File: config.mk
export PLATFORM = sky130hd
export DESIGN_NAME = xbar_up_spare
export DESIGN_NICKNAME = d
export VERILOG_FILES = /design/src/rtl/xbar_up_pkg.sv /design/src/rtl/xbar_sel_cell.sv /design/src/rtl/xbar_spare_pool.sv /design/src/rtl/xbar_bypass.sv /design/src/rtl/xbar_cfg_check.sv /design/src/rtl/xbar_up_spare.sv
export SDC_FILE = /design/constraint.sdc
export NUM_CORES = 1
export LEC_CHECK = 0
export ABC_AREA = 1
export BUFFER_PORTS_ARGS = -buffer_cell sky130_fd_sc_hd__buf_4
export CORE_MARGIN = 4
export CORE_UTILIZATION = 40
export DETAILED_ROUTE_END_ITERATION = 6
export GPL_TIMING_DRIVEN = 0
export PLACE_DENSITY = 0.67
export SLEW_MARGIN = 0
export SYNTH_ARGS = -nofsm -noshare
export SYNTH_HDL_FRONTEND = slang
export SYNTH_SLANG_ARGS = --single-unit
File: constraint.sdc
create_clock -name clk -period 0.8 [get_ports clk]
set_clock_uncertainty 0.1 [all_clocks]
set_input_delay 0.16 -clock clk [delete_from_list [all_inputs] [get_ports clk]]
set_output_delay 0.16 -clock clk [all_outputs]
set_load 0.01 [all_outputs]
File: src/rtl/xbar_up_pkg.sv
package xbar_up_pkg;

    // Width of an index field able to name n items (never below one bit)
    function automatic int field_w(input int n);
        return (n > 1) ? $clog2(n) : 1;
    endfunction

    typedef struct packed {
        logic dup;
        logic unrep;
    } cfg_flags_t;

endpackage

File: src/rtl/xbar_sel_cell.sv
// One N_IN:1 selector; codes at or beyond N_IN yield 0.
module xbar_sel_cell #(
    parameter int N_IN  = 10,
    parameter int SEL_W = 4
) (
    input  logic [N_IN-1:0]  data,
    input  logic [SEL_W-1:0] sel,
    output logic             pick
);
    always_comb begin
        pick = 1'b0;
        for (int i = 0; i < N_IN; i++) begin
            if (sel == SEL_W'(i)) begin
                pick = data[i];
            end
        end
    end
endmodule

File: src/rtl/xbar_spare_pool.sv
// Fault-free spare selectors placed beside the main crossbar.
module xbar_spare_pool #(
    parameter int N_IN    = 10,
    parameter int SEL_W   = 4,
    parameter int N_SPARE = 2
) (
    input  logic [N_IN-1:0]          data,
    input  logic [N_SPARE*SEL_W-1:0] sel_bus,
    output logic [N_SPARE-1:0]       val
);
    for (genvar g = 0; g < N_SPARE; g++) begin : g_spare
        xbar_sel_cell #(.N_IN(N_IN), .SEL_W(SEL_W)) u_cell (
            .data (data),
            .sel  (sel_bus[g*SEL_W +: SEL_W]),
            .pick (val[g])
        );
    end
endmodule

File: src/rtl/xbar_bypass.sv
// Per-output 2:1 bypass: main cell value or the indexed spare.
module xbar_bypass #(
    parameter int N_OUT   = 12,
    parameter int N_SPARE = 2,
    parameter int SPI_W   = 1
) (
    input  logic [N_OUT-1:0]       main_val,
    input  logic [N_SPARE-1:0]     spare_val,
    input  logic [N_OUT-1:0]       spare_en,
    input  logic [N_OUT*SPI_W-1:0] spare_idx,
    output logic [N_OUT-1:0]       route
);
    always_comb begin
        logic sv;
        for (int k = 0; k < N_OUT; k++) begin
            sv = 1'b0;
            // An index with no matching spare leaves sv at 0
            for (int s = 0; s < N_SPARE; s++) begin
                if (spare_idx[k*SPI_W +: SPI_W] == SPI_W'(s)) begin
                    sv = spare_val[s];
                end
            end
            route[k] = spare_en[k] ? sv : main_val[k];
        end
    end
endmodule

File: src/rtl/xbar_cfg_check.sv
// Flags shared spare claims and defective cells left in the path.
module xbar_cfg_check
    import xbar_up_pkg::*;
#(
    parameter int N_OUT   = 12,
    parameter int N_SPARE = 2,
    parameter int SPI_W   = 1
) (
    input  logic [N_OUT-1:0]       spare_en,
    input  logic [N_OUT*SPI_W-1:0] spare_idx,
    input  logic [N_OUT-1:0]       defect_mask,
    output cfg_flags_t             flags
);
    localparam logic [SPI_W:0] IDX_LIM = (SPI_W+1)'(N_SPARE);

    always_comb begin
        flags.dup   = 1'b0;
        flags.unrep = |(defect_mask & ~spare_en);
        for (int i = 0; i < N_OUT; i++) begin
            for (int j = i + 1; j < N_OUT; j++) begin
                if (spare_en[i] && spare_en[j] &&
                    (spare_idx[i*SPI_W +: SPI_W] == spare_idx[j*SPI_W +: SPI_W]) &&
                    ({1'b0, spare_idx[i*SPI_W +: SPI_W]} < IDX_LIM)) begin
                    flags.dup = 1'b1;
                end
            end
        end
    end
endmodule

File: src/rtl/xbar_up_spare.sv
module xbar_up_spare
    import xbar_up_pkg::*;
#(
    parameter  int N_IN    = 10,
    parameter  int N_OUT   = 12,
    parameter  int N_SPARE = 2,
    localparam int SEL_W   = field_w(N_IN),
    localparam int SPI_W   = field_w(N_SPARE)
) (
    input  logic                     clk,
    input  logic                     rst_n,
    input  logic [N_IN-1:0]          blk_out,
    input  logic [N_OUT*SEL_W-1:0]   main_sel,
    input  logic [N_SPARE*SEL_W-1:0] spare_sel,
    input  logic [N_OUT-1:0]         spare_en,
    input  logic [N_OUT*SPI_W-1:0]   spare_idx,
    input  logic [N_OUT-1:0]         defect_mask,
    output logic [N_OUT-1:0]         clu_out,
    output logic [N_OUT-1:0]         fb_out,
    output logic                     cfg_dup,
    output logic                     cfg_unrep
);
    localparam logic [SEL_W:0] SEL_LIM = (SEL_W+1)'(N_IN);
    localparam logic [SPI_W:0] IDX_LIM = (SPI_W+1)'(N_SPARE);

    typedef struct packed {
        logic [N_OUT-1:0] clu;
        logic [N_OUT-1:0] fb;
        logic             dup;
        logic             unrep;
        logic             live;
    } state_t;

    state_t st_d, st_q;

    logic [N_OUT-1:0]   main_pick;
    logic [N_OUT-1:0]   main_val;
    logic [N_SPARE-1:0] spare_val;
    logic [N_OUT-1:0]   route;
    cfg_flags_t         flags;

    // Main crossbar; a defective cell returns the wrong level
    for (genvar k = 0; k < N_OUT; k++) begin : g_main
        xbar_sel_cell #(.N_IN(N_IN), .SEL_W(SEL_W)) u_cell (
            .data (blk_out),
            .sel  (main_sel[k*SEL_W +: SEL_W]),
            .pick (main_pick[k])
        );
        assign main_val[k] = main_pick[k] ^ defect_mask[k];
    end

    xbar_spare_pool #(.N_IN(N_IN), .SEL_W(SEL_W), .N_SPARE(N_SPARE)) u_pool (
        .data    (blk_out),
        .sel_bus (spare_sel),
        .val     (spare_val)
    );

    xbar_bypass #(.N_OUT(N_OUT), .N_SPARE(N_SPARE), .SPI_W(SPI_W)) u_bypass (
        .main_val  (main_val),
        .spare_val (spare_val),
        .spare_en  (spare_en),
        .spare_idx (spare_idx),
        .route     (route)
    );

    xbar_cfg_check #(.N_OUT(N_OUT), .N_SPARE(N_SPARE), .SPI_W(SPI_W)) u_check (
        .spare_en    (spare_en),
        .spare_idx   (spare_idx),
        .defect_mask (defect_mask),
        .flags       (flags)
    );

    always_comb begin
        st_d       = st_q;
        st_d.clu   = route;
        st_d.fb    = route;   // feedback tapped after the bypass
        st_d.dup   = flags.dup;
        st_d.unrep = flags.unrep;
        st_d.live  = 1'b1;
    end

    always_ff @(posedge clk or negedge rst_n) begin
        if (!rst_n) begin
            st_q <= '0;
        end else begin
            st_q <= st_d;
        end
    end

    assign clu_out   = st_q.clu;
    assign fb_out    = st_q.fb;
    assign cfg_dup   = st_q.dup;
    assign cfg_unrep = st_q.unrep;

    // Per-output properties
    for (genvar k = 0; k < N_OUT; k++) begin : g_chk
        logic [SEL_W-1:0] msel_k;
        logic [SPI_W-1:0] idx_k;
        assign msel_k = main_sel[k*SEL_W +: SEL_W];
        assign idx_k  = spare_idx[k*SPI_W +: SPI_W];

        p_main_route_r2: assert property (@(posedge clk) disable iff (!rst_n)
            st_q.live && $past(!spare_en[k] && !defect_mask[k])
            |-> st_q.clu[k] == $past(main_pick[k]));

        p_sel_range_r2: assert property (@(posedge clk) disable iff (!rst_n)
            st_q.live && $past(!spare_en[k] && ({1'b0, msel_k} >= SEL_LIM))
            |-> st_q.clu[k] == $past(defect_mask[k]));

        p_fault_inv_r3: assert property (@(posedge clk) disable iff (!rst_n)
            st_q.live && $past(!spare_en[k] && defect_mask[k])
            |-> st_q.clu[k] != $past(main_pick[k]));

        p_spare_route_r4: assert property (@(posedge clk) disable iff (!rst_n)
            st_q.live && $past(spare_en[k] && (idx_k == '0))
            |-> st_q.clu[k] == $past(spare_val[0]));

        p_idx_zero_r5: assert property (@(posedge clk) disable iff (!rst_n)
            st_q.live && $past(spare_en[k] && ({1'b0, idx_k} >= IDX_LIM))
            |-> !st_q.clu[k]);

        p_unrep_flag_r8: assert property (@(posedge clk) disable iff (!rst_n)
            st_q.live && $past(defect_mask[k] && !spare_en[k])
            |-> st_q.unrep);
    end

endmodule

## Word level (Yosys, flattened, before mapping)

Cells that the tools add are included.

- Register bits after elaboration: 14
- Output and inout port bits: 26

- Equal/unequal tests: 192
- Mux-type cells: 230
- Bitwise operators: 14
- Reductions and logical operators: 147

Operator list:

| kind | number |
|---|---|
| 1-bit 2-to-1 mux | 230 |
| 4-bit by 3-bit == test with 1-bit output, second input constant | 56 |
| 1-bit logical AND | 132 |
| 4-bit by 2-bit == test with 1-bit output, second input constant | 28 |
| 4-bit == test, second input constant | 28 |
| 1-bit == test | 66 |
| 4-bit by 1-bit == test with 1-bit output, second input constant | 14 |
| 4-bit logical NOT | 14 |
| 12-bit AND | 1 |
| 12-bit inverter | 1 |
| 12-bit OR reduction | 1 |
| 1-bit XOR | 12 |

## Depth between registers and ports, before layout

Gate-level depths: netlist of run 1.

- Word-level depth: 68
- Mapped depth: 12
- Depth with buffers taken out: 11

## By module

A second synthesis of run 1 with hierarchy kept.

- Cells, all modules: 903
- Area total of the unflattened synthesis: 4144.0 sq um

Modules (own cells, without submodules):

| module | instances | cells an instance | area each (sq um) |
|---|---|---|---|
| xbar_cfg_check | 1 | 351 | 1571.5 |
| xbar_sel_cell | 14 | 27 | 110.1 |
| xbar_up_spare | 1 | 86 | 665.6 |
| xbar_bypass | 1 | 88 | 365.4 |

## Worst setup path before layout of run 1

OpenSTA, ideal clock, no wires.

- Kind: input-to-reg
- Start point: input blk_out[7]
- End point: register st_q (netlist bit fb_out[8])
- Setup time: 0.121 ns
- Arrival: 0.952 ns
- Data required time: 0.579 ns
- Slack: -0.373 ns
- Stages on the path: 10
- Cell sequence: buf_2 -> nand2_1 -> nand3_1 -> nand3_1 -> nand2_1 -> buf_4 -> nand3_1 -> nand2_1 -> inv_1 -> nand3_2

- Word-level cells in the longest chain between the ends: 5

Ends and longest elaborated chain:

| element | RTL line | source |
|---|---|---|
| start: declaration | xbar_up_spare.sv:12 | `input logic [N_IN-1:0] blk_out,` |
| 1-bit 2-to-1 mux (3 in series) | xbar_sel_cell.sv:13 | `if (sel == SEL_W'(i)) begin` |
| 1-bit XOR or 1-bit 2-to-1 mux (tied branches) | xbar_up_spare.sv:49, xbar_bypass.sv:19 |  |
| 1-bit 2-to-1 mux * | xbar_bypass.sv:23 | `route[k] = spare_en[k] ? sv : main_val[k];` |
| named net route[8] | xbar_up_spare.sv:39 | `logic [N_OUT-1:0] route;` |
| end signal: assignment | xbar_up_spare.sv:86 | `st_q <= st_d;` |
| end: declaration | xbar_up_spare.sv:34 | `state_t st_d, st_q;` |

Mark *: on every way through the listed nets, which the timed path passes. The rest lies on a longest branch.

==> run summary, run 1 <==
Final weighted congestion in routability-driven placement = 0.9168
HP Class = in -> reg
Wire per inst = 15.93 microns
CTS sink count = 14
Die Ht = 110.9 microns
Syn_area_per_cell = 4.825 sq um
Drt first pass iters = 5
Worst-path fanout max = 5
Starting density of the core = 40.99%
Fin crit share = 150.4%
Max rail drop VDD = 0.0008276 V
DPL Wire Length = 12.93 mm
Power per cell area = 811.4 nW/um^2
Cell with the most instances after synthesis = nand2_1
Post-layout minimum cycle time = 1.203 ns
Number of I/O port buffers = 114
Cell taking the most area after synthesis = nand2_1
Area post-placement = 5572 sq um
Mapped Area = 4232 sq um
Area of the core = 10320 sq um
Share of cells above drive strength 1 = 37.58%
TritonCTS clock tree = done
Crit Path Category = in -> reg
IO Pins = 130
Ys async rst share = 100.0%
CP max-delay cell = nor2_2
Main synth FF type = dfrtp_1
Status = complete, but fails checks
Initial DRC Count = 731
Syn-to-layout area delta = 72.32%
Measured slew at the worst slew-check pin = 0.2490 ns
Leak = 3.960 nW
Vias = 6476
Nets = 1164
Worst path cell trace = buf_12, clkinv_8, buf_8, buf_4, nand2_1, nand3_1, nand4_1, nor2_2, nand2_1, nor2_2, nand3_2
CP Launch Type = primary input
Clock root cell = clkbuf_8
Tot Pwr = 0.005917 W
Pin count of the biggest net entering global routing = 15
GR Util All Layers = 27.96%
FP Rows = 37
RSZ-0062 raised after global routing = yes
Max cap viols = 0
Drc violations = 0
Setup crit start = spare_idx[8]
Relative slew slack = 83.32%
Final Hold Viols = 0
Global-route wire length before repair = 28.66 mm
Area share of the largest cell type after synthesis = 31.85%
WL final = 19.04 mm
Die width = 110.9 microns
Crit. End Element = flip-flop
Synth cell count leaders = nand2_1 (359), inv_1 (126), nand3_1 (98)
Die area = 12290 sq um
# setup viols final = 40
Remaining global-route overflow = 0
Cells after Synth = 877
Sequential area share after synthesis = 8.279%
CP arrival = 1.21 ns
Final ANT Viol Nets = 0
Syn Nets = 981
Fmax achieved = 831.0 MHz
Fin. max-slew vios = 0
Initial antenna violation count = 0
Fin area = 7292 sq um
ANT cells = 0
Via density = 5.419
Clk slew on worst S/H paths = 0.05 ns
CTS H-Tree Depth = 1
Warnings, synthesis = 0
Clock Tree Buf Depth = 2
Max incr delay on CP = 0.14 ns
Failing checks = setup timing
Vias in the first global route = 5589
Yosys cell types = 23
Worst setup margin = -0.4033 ns
Largest cells by area after synthesis = nand2_1 (32%), nand3_1 (12%), inv_1 (11%), dfrtp_1 (8.3%), a21oi_1 (6.7%)
Cts bufs inserted = 3
Min-Delay Startpoint = defect_mask[4]
Number of synthesized flops with an enable pin = 0
Data required time of the worst path = 0.81 ns
Register bit total from synthesis = 14
final timing paths:
kind | cells after the start | slack [ns] | endpoint
setup / recovery | 11 | -0.40 | cfg_dup
hold / removal | 4 | 0.11 | fb_out[4]
max in group asynchronous | 2 | 0.23 | fb_out[5]
min in group asynchronous | 2 | 0.21 | fb_out[7]
metrics by stage:
| stage | hold WS, ns | instances | setup slack, ns | TNS, ns | utilization, % |
|---|---|---|---|---|---|
| floorplan | -0.2356 | 877 | -0.3155 | -3.733 | - |
| global placement | -0.08765 | 1127 | -0.7276 | -10.24 | 53.97 |
| detailed placement | -0.08865 | 1127 | -0.7369 | -10.33 | 53.97 |
| CTS | 0.1068 | 1173 | -0.3524 | -10.95 | 64.22 |
| global route | 0.1161 | 1195 | -0.4432 | -12.23 | 70.63 |
| finish | 0.1114 | 1195 | -0.4033 | -10.96 | 70.63 |
layout make-up:
type,instances,area (sq um)
plain buffers,67,784.5
flip-flops and latches,14,350.3
multi-input cells,666,3403
inverters,130,655.6
clock buffers,4,55.05
fillers,932,3032
well taps,136,170.2
repair buffers,178,1873
cells in the final DEF, fill, tap and decap left out, drive strengths merged:
cell type    count
nand3b          25
clkinv           5
a21boi           1
nand2          361
buf            234
nand4           24
bufbuf           1
o211ai          13
nand3          103
a21oi           57
o22ai            1
o21ai           32
nor3             3
dlygate4sd3      1
clkbuf          13
nor2            45
nor4             1
inv            125
dfrtp           14
metal layers:
metal,global-route usage [%],vias up,part of all wire [%]
met1,39.31,2902,41
met4,6.897,0,2.6
met5,0,-,0
li1,-,3138,-
met3,3.657,54,10
met2,45.19,382,46
kinds of logic (layout without fill, tap and decap cells):
logic type,after synthesis,after routing,synth area share [%]
flops,14,14,8.279
buf+inv,197,379,21.17
compound gates,104,104,13.16
simple gates,562,562,57.39
where the power goes:
| part | total, W | switching [W] | internal, W | leakage, nW |
|---|---|---|---|---|
| Combinational | 0.00439 | 0.00220 | 0.00218 | 3.76 |
| Clock | 0.000659 | 0.000225 | 0.000435 | 0.0288 |
| Sequential | 0.000869 | 0.0000772 | 0.000792 | 0.166 |
| Total | 0.00592 | 0.00251 | 0.00341 | 3.96 |
sequential cells by signal, summed over array words and instances, names as in the netlist:
name	flops
cfg_dup	1
cfg_unrep	1
fb_out	12
worst max-delay path, delay by kind of cell:
| family | cells | cell delay [ns] |
|---|---|---|
| simple gates | 7 | 0.67 |
| buf+inv | 4 | 0.37 |
what timing repair did:
item,in CTS,in global routing
buffers inserted,28,19
gates resized for setup,181,139
endpoints found under the setup margin,40,40
cloned,13,3
hold endpoints to repair,14,0
pin swaps,58,90
hold buffers,1,0
(Power assumes the default switching activity.)
==> run 2: changes to the inputs <==
CORE_UTILIZATION = 45   (was 40)
PLACE_DENSITY = 0.73   (was 0.67)
==> run summary, run 2 (synthesis gave the netlist of run 1 again) <==
GR Util All Layers = 33.46% (+5.5 points)
Vias in the first global route = 6133 (+9.7%)
Power per cell area = 831.4 nW/um^2 (+2.5%)
Via density = 5.831 (+7.6%)
Crit. End Element = flip-flop
Crit Path Category = in -> reg
Syn-to-layout area delta = 71.88%
Vias = 6764 (+4.4%)
Die Ht = 105.0 microns (-5.3%)
Wire per inst = 17.90 microns (+12%)
Metal-1 WL = 8.190 mm (+5.8%)
Met3 WL post-DR = 2.215 mm (+13%)
CTS H-Tree Depth = 1 (unchanged)
Max rail drop VDD = 0.0007445 V (-10%)
Initial antenna violation count = 0 (unchanged)
IO Pins = 130 (unchanged)
CP Launch Type = primary input
CTS sink count = 14 (unchanged)
Share of cells above drive strength 1 = 37.08% (-0.50 points)
Global-route wire length before repair = 30.39 mm (+6.1%)
Data required time of the worst path = 0.81 ns (about the same)
Number of I/O port buffers = 114 (unchanged)
Cell Count Post-Placement = 1102 (-2.2%)
Clock root cell = clkbuf_8
Nets = 1154 (-0.86%)
Pin count of the biggest net entering global routing = 15 (unchanged)
Clock Tree Buf Depth = 2 (unchanged)
Commonest non-fill, non-tap cell in the layout = nand2_1
TritonCTS clock tree = done
Tot Pwr = 0.006047 W (+2.2%)
Post-layout minimum cycle time = 1.261 ns (+0.05728 ns)
Area occupied by multi-input gates = 3420 sq um (+0.48%)
Fmax achieved = 793.3 MHz (-4.5%)
Fillcell total = 686 (-26%)
Drt first pass iters = 5 (unchanged)
Die area = 11020 sq um (-10%)
Final std cells w/o fill = 1160 (-2.9%)
CP arrival = 1.27 ns (+0.06 ns)
HP Class = in -> reg
Worst setup margin = -0.4606 ns (-0.05728 ns)
Final ANT Viol Nets = 0 (unchanged)
Fin crit share = 157.6% (+7.2 points)
Starting density of the core = 46.01% (+5.0 points)
Status = complete, but fails checks
Failing checks = setup timing
Clk slew on worst S/H paths = 0.06 ns (about the same)
RSZ-0062 raised after global routing = yes
# setup viols final = 40 (unchanged)
Measured slew at the worst slew-check pin = 0.2991 ns (+0.05002 ns)
Leak = 3.940 nW (-0.51%)
Cts bufs inserted = 3 (unchanged)
Remaining global-route overflow = 0 (unchanged)
Commonest non-fill, non-tap cells in the layout = nand2_1 (297), inv_1 (96), buf_4 (96)
Met2 wire length = 9.531 mm (+8.0%)
Final weighted congestion in routability-driven placement = 0.9248 (+0.87%)
ANT cells = 0 (unchanged)
Initial DRC Count = 900 (+23%)
Final Hold Viols = 0 (unchanged)
WL final = 20.77 mm (+9.1%)
Area of the core = 9196 sq um (-11%)
Worst-path fanout max = 5 (unchanged)
Relative slew slack = 79.99% (-3.3 points)
DPL Wire Length = 13.29 mm (+2.7%)
Max cap viols = 0 (unchanged)
Drc violations = 0 (unchanged)
FF/Latch Area = 350.3 sq um (unchanged)
Fin area = 7273 sq um (-0.26%)
Die width = 105.0 microns (-5.3%)
Highest metal used = met4
Area post-placement = 5540 sq um (-0.56%)
Max reg flops = 12 (unchanged)
Fin. max-slew vios = 0 (unchanged)
FP Rows = 35 (-5.4%)
-- run 2: what timing repair did --
action,CTS,global route
resized for setup,197,128
pin swaps,67,95
setup buffers,26,8
endpoints found under the setup margin,40,40
gates cloned,13,6
hold buffers,1,0
endpoints found under the hold margin,14,0
-- run 2: cell type report --
| cell class | count | share of cell area (%) |
|---|---|---|
| Multi-Input combinational cell | 666 | 47.02 |
| Timing Repair inverter | 1 | 0.08601 |
| Tap cell | 111 | 1.910 |
| Sequential cell | 14 | 4.817 |
| Inverter | 130 | 9.049 |
| Buffer | 67 | 11.16 |
| Timing Repair Buffer | 167 | 25.20 |
| Clock buffer | 4 | 0.7569 |
-- run 2: worst paths after layout --
path	depth (start not counted)	to	slack, ns	from
worst max-delay path	12	cfg_dup	-0.46	spare_idx[7]
worst min-delay path	4	fb_out[5]	0.11	defect_mask[5]
max in group asynchronous	2	fb_out[4]	0.23	rst_n
min in group asynchronous	2	fb_out[5]	0.21	rst_n
-- run 2: layer usage --
layer / GRT usage [%] / vias up
met5: 0 / -
met4: 13.03 / 0
met3: 4.694 / 84
met2: 56.55 / 471
met1: 42.83 / 3093
li1: - / 3116
-- run 2: per-stage QoR --
stage	setup TNS (ns)	worst slack (ns)	hold slack, ns	utilization [%]
finish	-11.24	-0.4606	0.1063	79.09
global route	-12.57	-0.4860	0.1168	79.09
CTS	-10.98	-0.3405	0.1063	72.83
detailed placement	-10.59	-0.7592	-0.08663	60.24
global placement	-10.27	-0.7374	-0.09118	60.24
floorplan	-3.733	-0.3155	-0.2356	-
-- run 2: critical path, stage by stage --
cell,delay (ns)
buf_8,0.12
clkinv_8,0.06
buf_8,0.12
nand2_2,0.04
nand3b_1,0.09
nand2_1,0.07
inv_1,0.05
nand2_1,0.05
nor2_1,0.12
nand2_1,0.08
nor2_2,0.19
nand3_2,0.11
-- run 2: power breakdown --
group | switching [W] | internal, W
clock network | 0.000240 | 0.000436
logic | 0.00231 | 0.00219
registers | 0.0000809 | 0.000792
==> run 3: changes to the inputs <==
CORE_UTILIZATION = 49   (was 45)
PLACE_DENSITY = 0.79   (was 0.73)
==> run summary, run 3 (synthesis gave the netlist of run 1 again) <==
Via density = 6.100 (+4.6%)
Global-route wire length before repair = 29.95 mm (-1.5%)
Drt first pass iters = 7 (+2)
Worst Path Buf+Inv = 4 (unchanged)
Area of the core = 8299 sq um (-9.8%)
P_sw = 0.002609 W (-0.77%)
Crit. End Element = flip-flop
Wire per inst = 18.46 microns (+3.1%)
Critical path's most frequent cell = nand2_1
GR Util All Layers = 36.31% (+2.8 points)
Vias = 7064 (+4.4%)
Fin crit share = 176.5% (+19 points)
Delay-heaviest family, CP = simple AND/OR/NAND/NOR gates
Data required time of the worst path = 0.82 ns (about the same)
Remaining global-route overflow = 0 (unchanged)
Crit Path Category = in -> reg
IO Pins = 130 (unchanged)
Power per cell area = 852.2 nW/um^2 (+2.5%)
ANT cells = 0 (unchanged)
Net Sw Frac = 44.34% (+0.85 points)
Number of I/O port buffers = 114 (unchanged)
Initial antenna violation count = 0 (unchanged)
Leak = 3.837 nW (-2.6%)
Commonest non-fill, non-tap cells in the layout = nand2_1 (312), buf_4 (116), inv_1 (96)
Initial DRC Count = 837 (-7.0%)
Syn-to-layout area delta = 63.19%
Fin area = 6905 sq um (-5.1%)
Status = complete, but fails checks
Final Hold Viols = 0 (unchanged)
RSZ-0062 raised after global routing = yes
Worst setup margin = -0.6122 ns (-0.1516 ns)
Int Pwr = 0.003276 W (-4.1%)
Post-layout minimum cycle time = 1.412 ns (+0.1516 ns)
WL final = 21.38 mm (+2.9%)
Failing checks = DRC, setup timing
Final ANT Viol Nets = 0 (unchanged)
Relative slew slack = 80.81% (+0.82 points)
CP arrival = 1.43 ns (+0.16 ns)
Max reg flops = 12 (unchanged)
CTS H-Tree Depth = 1 (unchanged)
Vias in the first global route = 6103 (-0.49%)
Commonest non-fill, non-tap cell in the layout = nand2_1
Worst path cell trace = buf_4, buf_8, nand2_1, inv_1, nand3_2, nand2_1, inv_1, nand2_1, nor2_1, nand2_1, nor2_2, nand3_1
# setup viols final = 40 (unchanged)
TritonCTS clock tree = done
Setup TNS = -12.28 ns (-1.034 ns)
Measured slew at the worst slew-check pin = 0.2866 ns (-0.01249 ns)
Clock share of power = 11.7% (+0.5 points)
Max cap viols = 0 (unchanged)
Pre-CTS WS = -0.7532 ns (+0.005934 ns)
DPL Wire Length = 12.97 mm (-2.4%)
Share of cells above drive strength 1 = 34.66% (-2.4 points)
Drc violations = 19 (+19)
Die area = 10190 sq um (-7.5%)
Die Ht = 100.9 microns (-3.8%)
Clock Tree Buf Depth = 2 (unchanged)
Max rail drop VDD = 0.0004528 V (-39%)
FP Rows = 33 (-5.7%)
Clk slew on worst S/H paths = 0.06 ns (about the same)
Sequential Power Share = 14.9% (+0.5 points)
Starting density of the core = 50.99% (+5.0 points)
HP Class = in -> reg
CTS sink count = 14 (unchanged)
Fmax achieved = 708.1 MHz (-11%)
CP Launch Type = primary input
Nets = 1158 (+0.35%)
Final weighted congestion in routability-driven placement = 0.9721 (+5.1%)
Area post-placement = 5533 sq um (-0.14%)
Cts bufs inserted = 3 (unchanged)
Logic gate share of total power = 73.4% (-1.0 points)
Max incr delay on CP = 0.18 ns (about the same)
Clock root cell = clkbuf_8
CP max-delay cell = nor2_2
Worst-path fanout max = 6 (+1)
Fin. max-slew vios = 0 (unchanged)
Die width = 100.9 microns (-3.8%)
Pin count of the biggest net entering global routing = 15 (unchanged)
run 3: cell count changes in the layout (fill, tap and decap cells not counted), sizes merged:
cell,delta
buf,+8
clkbuf,-3
clkinv,-4
inv,+3
run 3: stage by stage:
| stage | hold slack (ns) | util [%] | power [W] | std cells |
|---|---|---|---|---|
| 6_report | 0.1257 | 83.21 | 0.005885 | 1158 |
| 5_1_grt | 0.1324 | 83.21 | 0.006185 | 1158 |
| 3_3_place_gp | -0.09305 | 66.67 | 0.003965 | 1096 |
| 2_1_floorplan | -0.2356 | - | 0.002811 | 877 |
| 4_1_cts | 0.1067 | 77.63 | 0.005321 | 1137 |
| 3_5_place_dp | -0.08904 | 66.67 | 0.004041 | 1096 |
run 3: repair_timing:
action                                  CTS  global route
endpoints found under the setup margin   40            40
gates cloned                              8             1
buffers inserted                         28            20
endpoints found under the hold margin    14             0
hold buffers                              1             0
pin swaps                                56            56
gates resized for setup                 159            81
run 3: layer usage:
layer,global-route usage [%],share of wire [%],vias up
met5,0,0,-
met4,11.96,5.2,0
met3,3.529,13,140
met2,61.42,46,673
met1,48.27,36,3137
li1,-,-,3114
run 3: final cells by class:
type / count / area [sq um]
Buffer: 67 / 780.7
Inverter: 130 / 620.6
Clock buffer: 4 / 55.05
Multi-Input combinational cell: 666 / 3289
Sequential cell: 14 / 350.3
Tap cell: 105 / 131.4
Fill cell: 555 / 1394
Timing Repair Buffer: 172 / 1678
run 3: tightest hold or removal path: stages:
cell and delay, ns:
buf_6 0.12, nand3_1 0.08, nand2_1 0.06
run 3: worst paths after layout:
path / depth (start not counted) / slack, ns / startpoint / end
min in group asynchronous: 2 / 0.21 / rst_n / fb_out[3]
min: 3 / 0.13 / spare_en[1] / fb_out[1]
max in group asynchronous: 2 / 0.23 / rst_n / fb_out[0]
max: 12 / -0.61 / spare_en[10] / cfg_dup
run 3: power groups by stage:
stage	clock network [W]	logic (W)	registers (W)
after floorplan	0	0.00193	0.000885
after global placement	0	0.00312	0.000845
after detailed placement	0	0.00319	0.000851
after CTS	0.000678	0.00378	0.000862
after global routing	0.000713	0.00459	0.000885
final	0.000688	0.00432	0.000876
